### src/rtl/uart_svc_pkg.sv
package uart_svc_pkg;

  typedef enum logic {
    REQ_CHAR  = 1'b0,
    REQ_BLOCK = 1'b1
  } req_mode_e;

  // receive side wants service once filled past its level
  function automatic logic fill_past(input int unsigned cnt, input int unsigned lvl);
    return cnt > lvl;
  endfunction

  // transmit side wants service once drained below its level
  function automatic logic drain_below(input int unsigned cnt, input int unsigned lvl);
    return cnt < lvl;
  endfunction

  // free slot in the transmit path; single slot when FIFOs are off
  function automatic logic has_room(input int unsigned cnt, input int unsigned depth,
                                    input logic fifo_on);
    return fifo_on ? (cnt < depth) : (cnt == 0);
  endfunction

  function automatic req_mode_e pick_mode(input logic fifo_on, input logic blk);
    return (fifo_on && blk) ? REQ_BLOCK : REQ_CHAR;
  endfunction

endpackage

### src/rtl/svc_char_latch.sv
module svc_char_latch (
  input  logic clk,
  input  logic rst_n,
  input  logic arm,
  input  logic set_evt,
  input  logic clr_evt,
  output logic flag
);
  always_ff @(posedge clk or negedge rst_n) begin
    if (!rst_n)                flag <= 1'b0;
    else if (arm && set_evt)   flag <= 1'b1;
    else if (clr_evt)          flag <= 1'b0;
  end
endmodule

### src/rtl/svc_level_cmp.sv
module svc_level_cmp #(
  parameter int unsigned CW    = 7,
  parameter int unsigned TW    = 6,
  parameter bit          ABOVE = 1'b1
) (
  input  logic          clk,
  input  logic          rst_n,
  input  logic [CW-1:0] count,
  input  logic [TW-1:0] level,
  output logic          hit
);
  import uart_svc_pkg::*;

  logic hit_d;

  generate
    if (ABOVE) begin : g_fill
      always_comb hit_d = fill_past(32'(count), 32'(level));
    end else begin : g_drain
      always_comb hit_d = drain_below(32'(count), 32'(level));
    end
  endgenerate

  always_ff @(posedge clk or negedge rst_n) begin
    if (!rst_n) hit <= 1'b0;
    else        hit <= hit_d;
  end
endmodule

### src/rtl/svc_line_status.sv
module svc_line_status #(
  parameter int unsigned DEPTH = 64,
  parameter int unsigned CW    = 7
) (
  input  logic          fifo_en,
  input  logic [CW-1:0] tx_count,
  input  logic          tx_shift_busy,
  output logic          thr_empty,
  output logic          tx_idle
);
  import uart_svc_pkg::*;

  always_comb begin
    thr_empty = has_room(32'(tx_count), DEPTH, fifo_en);
    tx_idle   = (tx_count == '0) && !tx_shift_busy;
  end
endmodule

### src/rtl/uart_svc_irq.sv
module uart_svc_irq #(
  parameter int unsigned DEPTH = 64,
  localparam int unsigned TW   = $clog2(DEPTH),
  localparam int unsigned CW   = TW + 1
) (
  input  logic          clk,
  input  logic          rst_n,
  input  logic          fifo_en,
  input  logic          blk_mode,
  input  logic          rx_ien,
  input  logic          tx_ien,
  input  logic [TW-1:0] rx_level,
  input  logic [TW-1:0] tx_level,
  input  logic [CW-1:0] rx_count,
  input  logic [CW-1:0] tx_count,
  input  logic          rx_push,
  input  logic          tx_pop,
  input  logic          tx_shift_busy,
  input  logic          stat_rd,
  output logic          irq,
  output logic          thr_empty,
  output logic          tx_idle
);
  import uart_svc_pkg::*;

  // named events for the checker
  req_mode_e mode_now, mode_q;
  logic      char_arm;
  logic      rx_char_req, tx_char_req;
  logic      rx_blk_req, tx_blk_req;
  logic      rx_ien_q, tx_ien_q;
  logic      rx_side, tx_side;

  always_comb begin
    mode_now = pick_mode(fifo_en, blk_mode);
    char_arm = (mode_now == REQ_CHAR);
  end

  svc_char_latch u_rx_latch (
    .clk(clk), .rst_n(rst_n), .arm(char_arm),
    .set_evt(rx_push), .clr_evt(stat_rd), .flag(rx_char_req)
  );

  svc_char_latch u_tx_latch (
    .clk(clk), .rst_n(rst_n), .arm(char_arm),
    .set_evt(tx_pop), .clr_evt(stat_rd), .flag(tx_char_req)
  );

  svc_level_cmp #(.CW(CW), .TW(TW), .ABOVE(1'b1)) u_rx_cmp (
    .clk(clk), .rst_n(rst_n), .count(rx_count), .level(rx_level), .hit(rx_blk_req)
  );

  svc_level_cmp #(.CW(CW), .TW(TW), .ABOVE(1'b0)) u_tx_cmp (
    .clk(clk), .rst_n(rst_n), .count(tx_count), .level(tx_level), .hit(tx_blk_req)
  );

  svc_line_status #(.DEPTH(DEPTH), .CW(CW)) u_lsr (
    .fifo_en(fifo_en), .tx_count(tx_count), .tx_shift_busy(tx_shift_busy),
    .thr_empty(thr_empty), .tx_idle(tx_idle)
  );

  always_ff @(posedge clk or negedge rst_n) begin
    if (!rst_n) begin
      mode_q   <= REQ_CHAR;
      rx_ien_q <= 1'b0;
      tx_ien_q <= 1'b0;
    end else begin
      mode_q   <= mode_now;
      rx_ien_q <= rx_ien;
      tx_ien_q <= tx_ien;
    end
  end

  always_comb begin
    rx_side = rx_ien_q && ((mode_q == REQ_BLOCK) ? rx_blk_req : rx_char_req);
    tx_side = tx_ien_q && ((mode_q == REQ_BLOCK) ? tx_blk_req : tx_char_req);
    irq     = rx_side || tx_side;
  end
endmodule

### config.mk
export PLATFORM = sky130hd
export DESIGN_NAME = uart_svc_irq
export DESIGN_NICKNAME = d
export VERILOG_FILES = /design/src/rtl/uart_svc_pkg.sv /design/src/rtl/svc_char_latch.sv /design/src/rtl/svc_level_cmp.sv /design/src/rtl/svc_line_status.sv /design/src/rtl/uart_svc_irq.sv
export SDC_FILE = /design/constraint.sdc
export NUM_CORES = 1
export LEC_CHECK = 0
export BUFFER_PORTS_ARGS = -buffer_cell sky130_fd_sc_hd__buf_2
export CELL_PAD_IN_SITES_DETAIL_PLACEMENT = 1
export CELL_PAD_IN_SITES_GLOBAL_PLACEMENT = 1
export CORE_MARGIN = 1
export CORE_UTILIZATION = 29
export DETAILED_ROUTE_END_ITERATION = 12
export PLACE_DENSITY_LB_ADDON = 0.25
export SLEW_MARGIN = 10
export SYNTH_ARGS = -nofsm -noshare
export SYNTH_HDL_FRONTEND = slang
export SYNTH_SLANG_ARGS = --single-unit
### constraint.sdc
create_clock -name clk -period 1.25 [get_ports clk]
set_input_delay 0.125 -clock clk [delete_from_list [all_inputs] [get_ports clk]]
set_output_delay 0.125 -clock clk [all_outputs]
set_load 0.01 [all_outputs]
==> PnR_summary.wiki <==
{| class="wikitable"
! Metric !! Value
|-
| Outcome || finished clean
|-
| Area share of the leading cell type in the synthesized netlist || 0.3153
|-
| Pin count of the biggest net entering global routing || 8
|-
| Cell family contributing the most delay on the critical path || flip-flops
|-
| Critical R2R Launch || u_rx_latch.flag
|-
| Capturing point of the worst reg2reg path || u_rx_latch.flag
|-
| Die width || 45.77 µm
|-
| All-Layer GR Usage || 0.1533
|-
| Kind of end point of the critical path || output pin
|-
| Worst min-delay path startpoint || stat_rd
|-
| Leftover overflow at the end of global routing || 0
|-
| Clock tree from TritonCTS || built
|-
| Number of routed nets with antenna violations || 0
|-
| Maximum capacitance violations || 0
|-
| Number of failing hold endpoints at the final stage || 0
|-
| Detailed-routing iteration count for the pre-antenna-repair pass || 2
|-
| Clock H-tree levels || 1
|-
| Final #Nets || 156
|-
| Slew HR || 0.7880
|-
| Count of routing violations after the opening detailed-route iteration || 2
|-
| Synth Area per Inst || 8.818 µm²
|-
| Part of the Yosys area used for sequential elements || 0.3153
|-
| Final setup violation count || 0
|-
| Relative area change from synthesis to final layout || 50.23%
|-
| Multi-input combinational cell area || 325.3 µm²
|-
| Count of state elements after synthesis || 7
|-
| Fmax || 827.7 MHz
|-
| Critical path class || reg -> out
|-
| Syn. warnings || 0
|-
| Height of the die || 45.77 µm
|-
| Number of standard cells after synthesis || 63
|-
| Required time at the endpoint of the critical path || 1.12 ns
|-
| Maximum clock insertion buffer count || 2
|-
| Input/output buffers || 38
|-
| Num Clock Sinks || 7
|-
| Average via count per standard cell || 4.594
|-
| Leak || 0.4976 nW
|-
| Library cell contributing the largest single delay on the critical path || dfrtp_1
|-
| Post-layout instance count excluding filler cells || 133
|-
| Final min period || 1.208 ns
|-
| I/O pin total || 39
|-
| Initial core utilization || 0.3149
|-
| Post-Route WL || 1342 µm
|-
| Endpoint of the worst hold path || u_tx_latch.flag
|-
| Register area || 175.2 µm²
|-
| Post-detailed-route DRC marker count || 0
|-
| Power density of the placed cells || 753.9 nW/µm²
|-
| Number of max-slew violations in the final report || 0
|-
| Post-DP HPWL || 1238 µm
|-
| Largest area contributor in the netlist || dfrtp_1
|-
| Weighted congestion reported at the end of routability-driven placement || 0.7099
|-
| Cell Rows || 15
|-
| Actual transition at the worst max-transition pin || 0.3172 ns
|-
| Cell at the root of the clock tree || clkbuf_4
|-
| Placed insts || 126
|-
| Core region area || 1764 µm²
|-
| Worst hold margin || 0.08302 ns
|-
| Hold Path Class || in -> reg
|-
| Share of final-layout standard cells stronger than drive strength 1 || 0.4074
|-
| Critical path peak fanout || 4
|-
| Number of buffers inserted during clock tree synthesis || 3
|-
| Critical Path Max Stage Delay || 0.39 ns
|-
| Portion of the clock cycle consumed by the worst path in the final layout || 0.9665
|-
| Element type at the critical path start || register
|-
| Number of global-route vias before repair || 626
|-
| Setup repair after global routing missed its margin || yes
|-
| Insertion delay of the later-clocked pin in the worst-skew pair || 0.24 ns
|-
| CP Data Arrival Time || 1.08 ns
|-
| Count of cells along the worst register-to-register path || 2
|-
| Die Outline Area || 2094 µm²
|-
| Antenna cells || 0
|-
| Worst IR Drop VDD || 306.6 µV
|-
| End-of-flow core utilization || 0.4731
|-
| Total vias in the final route || 611
|-
| Average wire per cell in the routed design || 10.09 µm
|-
| Buf/Inv on CP || 1
|-
| Buffers inserted during post-CTS setup optimization || 0
|-
| Worst reg2reg setup slack || 0.64 ns
|-
| Top post-synthesis cells by area || dfrtp_1 (32%), ha_1 (25%), inv_1 (10%)
|-
| Number of inserted filler cells in the final layout || 246
|-
| Worst hold path stage count || 2
|-
| Post-synthesis instance area || 555.5 µm²
|-
| Crit path launch || mode_q
|-
| Antenna violations before repair || 0
|-
| Global-route wire length before repair || 2283 µm
|-
| Clock transition at the registers of the reported paths || 0.05 ns
|-
| Post-synth cell types || 19
|-
| Final Skew || 0 ns
|-
| Net Count, Synth || 110
|-
| List of cells traversed by the critical path || nand2_1 > o21ai_1 > a22o_1 > buf_2
|}
## registers in the layout, indices dropped and copies added (netlist names)
register / cells
u_rx_cmp.hit: 1
u_rx_latch.flag: 1
tx_ien_q: 1
mode_q: 1
u_tx_latch.flag: 1
u_tx_cmp.hit: 1
rx_ien_q: 1
## layout by cell type (no fill, tap or decap)
cell type	n
and4b_1	1
nor4_1	1
a22o_1	1
o21ai_0	4
a2111oi_1	1
nand3_1	1
nand2_1	7
buf_2	38
a21o_1	1
nor2_1	2
nand2b_4	1
inv_1	15
a41oi_1	1
clkbuf_4	3
o21ai_1	1
dlygate4sd3_1	3
dfrtp_1	7
a211oi_2	1
a2111oi_2	1
clkbuf_1	1
nor2b_1	1
a21oi_1	3
nor3_1	2
ha_1	11
## power by group
part / switching [mW] / internal, mW
Combinational: 0.0832 / 0.101
Sequential: 0.00543 / 0.244
Clock: 0.0746 / 0.121
Total: 0.163 / 0.466
## timing repair
| action | CTS | global route |
|---|---|---|
| gates cloned | 0 | 0 |
| gates resized for setup | 0 | 2 |
| pin swaps | 1 | 2 |
| hold buffers | 3 | 0 |
| endpoints found under the hold margin | 9 | 0 |
| endpoints found under the setup margin | 1 | 2 |
## final cells by class
cell class	instances	area share
flip-flops and latches	7	0.2099
multi-input cells	41	0.3898
inverters	15	0.06747
well taps	25	0.03748
repair buffers	41	0.2639
clock buffers	4	0.03148
## logic make-up after synthesis
group                      Yosys count  share of synthesized area
and+or+nand+nor                     16                     0.1532
buffers and inverters               15                     0.1013
AOI/OAI and AO/OA                   14                     0.1824
adders and majority gates           11                     0.2477
DFF                                  7                     0.3153
## cell usage after synthesis
library cell	n
nand2_1	7
nand2b_4	1
a22o_1	1
a21o_1	1
nor2b_1	1
a2111oi_0	1
nand3_1	1
a211oi_2	1
dfrtp_1	7
nor2_1	2
o21ai_0	5
nor3_1	2
a2111oi_2	1
ha_1	11
a41oi_1	1
nor4_1	1
inv_1	15
and4b_1	1
a21oi_1	3
## how the worst max path moves through the flow
stage,end,slack (ns),cells past startpoint
global placement,u_rx_cmp.hit,-0.1,7
floorplan,u_rx_cmp.hit,0.04,6
finish,irq,0.04,4
global route,irq,-0.04,4
CTS,irq,0.001,4
detailed placement,u_rx_cmp.hit,-0.15,7
## per-layer routing
layer,track usage,share of wire
met1,0.1574,0.39
met2,0.2886,0.55
met3,0.02381,0.037
met4,0.08824,0.013
met5,0,0
## stage by stage
stage	TNS, ns	total power [mW]	instance area [µm²]	setup WS [ns]
finish	0	0.6292	834.6	0.04182
global route	-0.03598	0.6850	834.6	-0.03598
CTS	0	0.6412	833.3	0.001237
detailed placement	-0.1806	0.4321	777.0	-0.1510
global placement	-0.09981	0.4237	777.0	-0.09981
floorplan	0	0.3409	555.5	0.03552
Note: power is estimated with default switching activity, not from simulation.
